File: src/rtl/spb_pkg.sv
package spb_pkg;
  function automatic logic addr_ok(
    input logic [4:0] a, input logic [4:0] pat,
    input logic ds, input logic ds_lvl,
    input logic as_i, input logic as_lvl,
    input logic io, input logic io_lvl);
    return (a == pat) && (ds == ds_lvl) && (as_i == as_lvl) && (io == io_lvl);
  endfunction

  function automatic logic e_fell(input logic prev, input logic now);
    return prev & ~now;
  endfunction
endpackage

File: src/rtl/spb_addr_match.sv
module spb_addr_match #(
  parameter int AW = 5,
  parameter logic [AW-1:0] MATCH_ADDR = 5'h13,
  parameter logic DS_LVL = 1'b0,
  parameter logic AS_LVL = 1'b0,
  parameter logic IO_LVL = 1'b0
) (
  input  logic [AW-1:0] a_hi,
  input  logic          ds_n,
  input  logic          as_n,
  input  logic          io_n,
  output logic          hit
);
  import spb_pkg::*;
  always_comb hit = addr_ok(a_hi, MATCH_ADDR, ds_n, DS_LVL, as_n, AS_LVL, io_n, IO_LVL);
endmodule

File: src/rtl/spb_xfer_ctl.sv
module spb_xfer_ctl (
  input  logic clk,
  input  logic rst_n,
  input  logic hit,
  input  logic vma_n,
  input  logic e_clk,
  input  logic rd_wr,
  output logic vpa_n,
  output logic wr_stb,
  output logic rd_oe
);
  import spb_pkg::*;
  logic e_q;
  logic window;

  always_ff @(posedge clk) begin
    if (!rst_n) begin
      vpa_n <= 1'b1;
      e_q   <= 1'b0;
    end else begin
      vpa_n <= ~hit;
      e_q   <= e_clk;
    end
  end

  always_comb begin
    window = hit & ~vpa_n & ~vma_n;
    wr_stb = window & ~rd_wr & e_fell(e_q, e_clk);
    rd_oe  = window & rd_wr & e_clk;
  end
endmodule

File: src/rtl/spb_regs.sv
module spb_regs #(
  parameter int DW = 8,
  parameter int SW = 2
) (
  input  logic          clk,
  input  logic          rst_n,
  input  logic          wr_stb,
  input  logic [SW-1:0] sel,
  input  logic [DW-1:0] din,
  input  logic [DW-1:0] status_in,
  input  logic [2*DW-1:0] phase_in,
  input  logic          phase_cap,
  output logic [DW-1:0] cmd_q,
  output logic [DW-1:0] data_q,
  output logic [DW-1:0] rdata
);
  localparam int PW = 2 * DW;
  logic [PW-1:0] phase_q;

  always_ff @(posedge clk) begin
    if (!rst_n) begin
      cmd_q   <= '0;
      data_q  <= '0;
      phase_q <= '0;
    end else begin
      if (wr_stb && sel == SW'(0)) cmd_q  <= din;
      if (wr_stb && sel == SW'(1)) data_q <= din;
      if (phase_cap) phase_q <= phase_in;
    end
  end

  always_comb begin
    unique case (sel)
      SW'(0):  rdata = status_in;
      SW'(1):  rdata = data_q;
      SW'(2):  rdata = phase_q[DW-1:0];
      default: rdata = phase_q[PW-1:DW];
    endcase
  end
endmodule

File: src/rtl/spb_slave.sv
module spb_slave #(
  parameter int DATA_W = 8,
  parameter int SEL_W  = 2,
  parameter int AHI_W  = 5,
  parameter logic [AHI_W-1:0] MATCH_ADDR = 5'h13,
  parameter logic DS_LVL = 1'b0,
  parameter logic AS_LVL = 1'b0,
  parameter logic IO_LVL = 1'b0
) (
  input  logic                clk,
  input  logic                rst_n,
  input  logic [AHI_W-1:0]    a_hi,
  input  logic [SEL_W-1:0]    a_sel,
  input  logic                ds_n,
  input  logic                as_n,
  input  logic                io_n,
  input  logic                vma_n,
  input  logic                e_clk,
  input  logic                rd_wr,
  input  logic [DATA_W-1:0]   din,
  input  logic [DATA_W-1:0]   status_in,
  input  logic [2*DATA_W-1:0] phase_in,
  input  logic                phase_cap,
  output logic                vpa_n,
  output logic                buf_en,
  output logic [DATA_W-1:0]   dout,
  output logic                dout_oe,
  output logic [DATA_W-1:0]   cmd_q,
  output logic [DATA_W-1:0]   data_q
);
  logic hit;
  logic wr_stb;
  logic [DATA_W-1:0] rdata;

  spb_addr_match #(.AW(AHI_W), .MATCH_ADDR(MATCH_ADDR), .DS_LVL(DS_LVL),
                   .AS_LVL(AS_LVL), .IO_LVL(IO_LVL)) u_match (
    .a_hi(a_hi), .ds_n(ds_n), .as_n(as_n), .io_n(io_n), .hit(hit));

  spb_xfer_ctl u_ctl (
    .clk(clk), .rst_n(rst_n), .hit(hit), .vma_n(vma_n), .e_clk(e_clk),
    .rd_wr(rd_wr), .vpa_n(vpa_n), .wr_stb(wr_stb), .rd_oe(dout_oe));

  spb_regs #(.DW(DATA_W), .SW(SEL_W)) u_regs (
    .clk(clk), .rst_n(rst_n), .wr_stb(wr_stb), .sel(a_sel), .din(din),
    .status_in(status_in), .phase_in(phase_in), .phase_cap(phase_cap),
    .cmd_q(cmd_q), .data_q(data_q), .rdata(rdata));

  assign buf_en = ~vpa_n;
  assign dout   = dout_oe ? rdata : '0;
endmodule

File: config.mk
export PLATFORM = sky130hd
export DESIGN_NAME = spb_slave
export DESIGN_NICKNAME = d
export VERILOG_FILES = /design/src/rtl/spb_pkg.sv /design/src/rtl/spb_addr_match.sv /design/src/rtl/spb_xfer_ctl.sv /design/src/rtl/spb_regs.sv /design/src/rtl/spb_slave.sv
export SDC_FILE = /design/constraint.sdc
export NUM_CORES = 1
export LEC_CHECK = 0
export BUFFER_PORTS_ARGS = -buffer_cell sky130_fd_sc_hd__buf_2
export CAP_MARGIN = 5
export CORE_MARGIN = 3
export CORE_UTILIZATION = 34
export CTS_CLUSTER_DIAMETER = 60
export DETAILED_ROUTE_END_ITERATION = 7
export GPL_TIMING_DRIVEN = 0
export PLACE_DENSITY = 0.73
export REMOVE_ABC_BUFFERS = 1
export SLEW_MARGIN = 15
export SYNTH_ARGS = -nofsm -noshare
export SYNTH_HDL_FRONTEND = slang
export SYNTH_SLANG_ARGS = --single-unit
File: constraint.sdc
create_clock -name clk -period 1.7 [get_ports clk]
set_clock_uncertainty 0.05 [all_clocks]
set_input_delay 0.34 -clock clk [delete_from_list [all_inputs] [get_ports clk]]
set_output_delay 0.34 -clock clk [all_outputs]
set_load 0.01 [all_outputs]
==> flow_summary.toml <==
[synthesis]
netlist.area_leader.share_pct = 41.1
netlist_area_sq_um = 1650
post_synth_most_frequent_cells = "34 x dfxtp_1, 32 x mux2i_1, 24 x nand2_1"
yosysMostFrequentCell = "dfxtp_1"
synth_unique_cells = 21
synth_seq_cells = 34
seq_area_frac_synth_pct = 41.1
yosysWarnings = 0
synthTopCellsByArea = "dfxtp_1 41%, mux2i_1 19%, mux4_1 13%"
syn-mean-instance-area_sq_um = 11.5
share_of_async_settable_or_async_resettable_flops_after_synthesis_pct = 0
synthesis.instances = 144
yosys_most_used_dff = "dfxtp_1"
yosysTopAreaCell = "dfxtp_1"
synth_edf_count = 0

[final_layout]
layout.filler_cells = 426
layoutNonFillerInstCount = 279
final_net_count = 263
antennaDiodeCount = 0
finish.utilization_pct = 47.3
areaGrowthSynthToFinish_pct = 29.6
drive_gt1_share_pct = 40.7

[global_route]
pin_count_of_the_biggest_net_entering_global_routing = 43
grt.total_usage_pct = 13.6
first_global_vias = 1233
global_route.overflow_total = 0
antenna_found_initial = 0
global_route_wire_length_before_repair_um = 5690

[worst_setup_path]
worst-setup-path-type = "reg2out"
cp-start-kind = "flop"
cp_capture_type = "primary output"
worst_ep_required_time_ns = 1.31
cp_data_arrival_time_ns = 1.45
highest_net_fanout_along_the_worst_path = 9

[timing]
final.setup.worst_slack_ns = -0.139
hold_slack_ns = 0.261
timing.slew.headroom_pct = 55.6
grt_setup_unrepaired = "true"
min_period_ns = 1.84
timing_hold_violations_final = 0
timing_max_transition_violations_final = 0
worst-slew-pin-transition_ns = 0.666
tns_setup_ns = -1.07
max_clk_rate_mhz = 544
finalCritPeriodShare_pct = 108
setup_viol = 9

[floorplanning]
die_w_um = 75.8
boundaryPins = 75
row_count = 24
initial_utilization_pct = 36.5
die_area_sq_um = 5740
core_region_area_sq_um = 4530
die_y_um = 75.8

[clock_tree]
clock-sinks = 34
cts.htree.levels = 2
cts.clk_slew.worst_paths_ns = 0.06
worst_skew_pair.late_latency_ns = 0.27
tritoncts.num_buffers = 5
clock_tree_buf_depth = 2
cts-root-buf = "clkbuf_8"
cts.repair_timing.setup_buffer_count = 0
tritoncts_clock_tree = "built"

[power_and_ir_drop]
pwr_density_cell_nw_per_um2 = 733
finalPower_uw = 1570
max-vdd-ir-drop_uv = 528
power.static_leakage_uw = 0.00108

[run_status]
violations = "negative setup slack"
outcome = "complete, but fails checks"

[route]
routed-via-count = 1288
drt_iter0_markers = 40
drtPass1Iterations = 4
via_cell_ratio = 4.62
ant_nets = 0
routedWlPerCell_um = 13.6
detail_route.wirelength_um = 3790
drc_errors = 0

[placement]
place.detailed.instances = 273
numPortBuffers = 74
gp_routability_congestion = 0.691

[flow_run]
drv_cap = 0

[worst_hold_path]
worst_hold_path_type = "in2reg"
cells by family after synthesis:
family,after synthesis,synth area share (%)
buf+inv,11,4.39
simple gates,59,22.4
flops,34,41.1
mux,40,32.1
stage by stage:
step	cell area, sq um	setup WS, ns
floorplan	1590	0.0834
global placement	2040	-0.282
detailed placement	2040	-0.295
CTS	2130	-0.160
global route	2140	-0.225
finish	2140	-0.139
final timing paths:
path                            slack, ns       startpoint              end  cells past startpoint
worst max register to register       0.19        u_ctl.e_q  u_regs.cmd_q[5]                      3
worst min register to register       0.41  u_regs.cmd_q[4]  u_regs.cmd_q[4]                      2
worst max-delay path                -0.14      u_ctl.vpa_n          dout[5]                      4
worst min-delay path                 0.26          a_hi[3]      u_ctl.vpa_n                      3
routing by layer:
layer	track usage, %	share of wire, %
met2	23.4	50
met5	0	0
met1	15.5	42
met3	4.35	6.3
met4	5.24	1.3
placed cells by master, fill, tap and decap left out:
cell | synthesis | final
and3_4 | 0 | 1
nor3_1 | 1 | 1
dfxtp_2 | 0 | 1
buf_6 | 2 | 1
nor4b_4 | 1 | 1
clkbuf_8 | 1 | 6
and4_1 | 1 | 1
nor2b_1 | 16 | 16
nor4bb_2 | 0 | 1
nor3b_2 | 1 | 1
nand4_4 | 1 | 1
dfxtp_1 | 34 | 33
and4b_1 | 1 | 1
nand2_1 | 24 | 24
mux4_1 | 8 | 8
nor4_4 | 1 | 1
and2_1 | 9 | 9
inv_1 | 1 | 1
mux2i_1 | 32 | 32
nand3_1 | 1 | 1
buf_4 | 0 | 2
buf_2 | 5 | 71
sequential cells by signal (all words and copies together) (netlist names):
name            count
u_regs.data_q       8
u_regs.cmd_q        8
u_ctl.vpa_n         1
u_ctl.e_q           1
u_regs.phase_q     16
final cells by class:
type | instances | area [sq um] | area share (%)
flip-flops and latches | 34 | 682 | 31.8
clock buffers | 6 | 82.6 | 3.85
inverters | 1 | 3.75 | 0.175
multi-input cells | 99 | 912 | 42.6
repair buffers | 74 | 382 | 17.8
well taps | 65 | 81.3 | 3.79
where the power goes:
group          internal [uW]  switching (uW)
registers                821            9.95
clock network            312             258
logic                   97.6            73.9
total                   1230             342
critical path, cell delays in order (launching register included):
cell and delay [ns]:
dfxtp_2 0.35, nor4bb_2 0.28, and3_4 0.28, and2_1 0.16, buf_6 0.11
repair_timing:
item	4_1_cts	5_1_grt
endpoints found under the setup margin	9	9
hold buffers	0	0
gates resized for setup	5	2
pin swaps	0	0
Power figures use the tool's default switching activity.
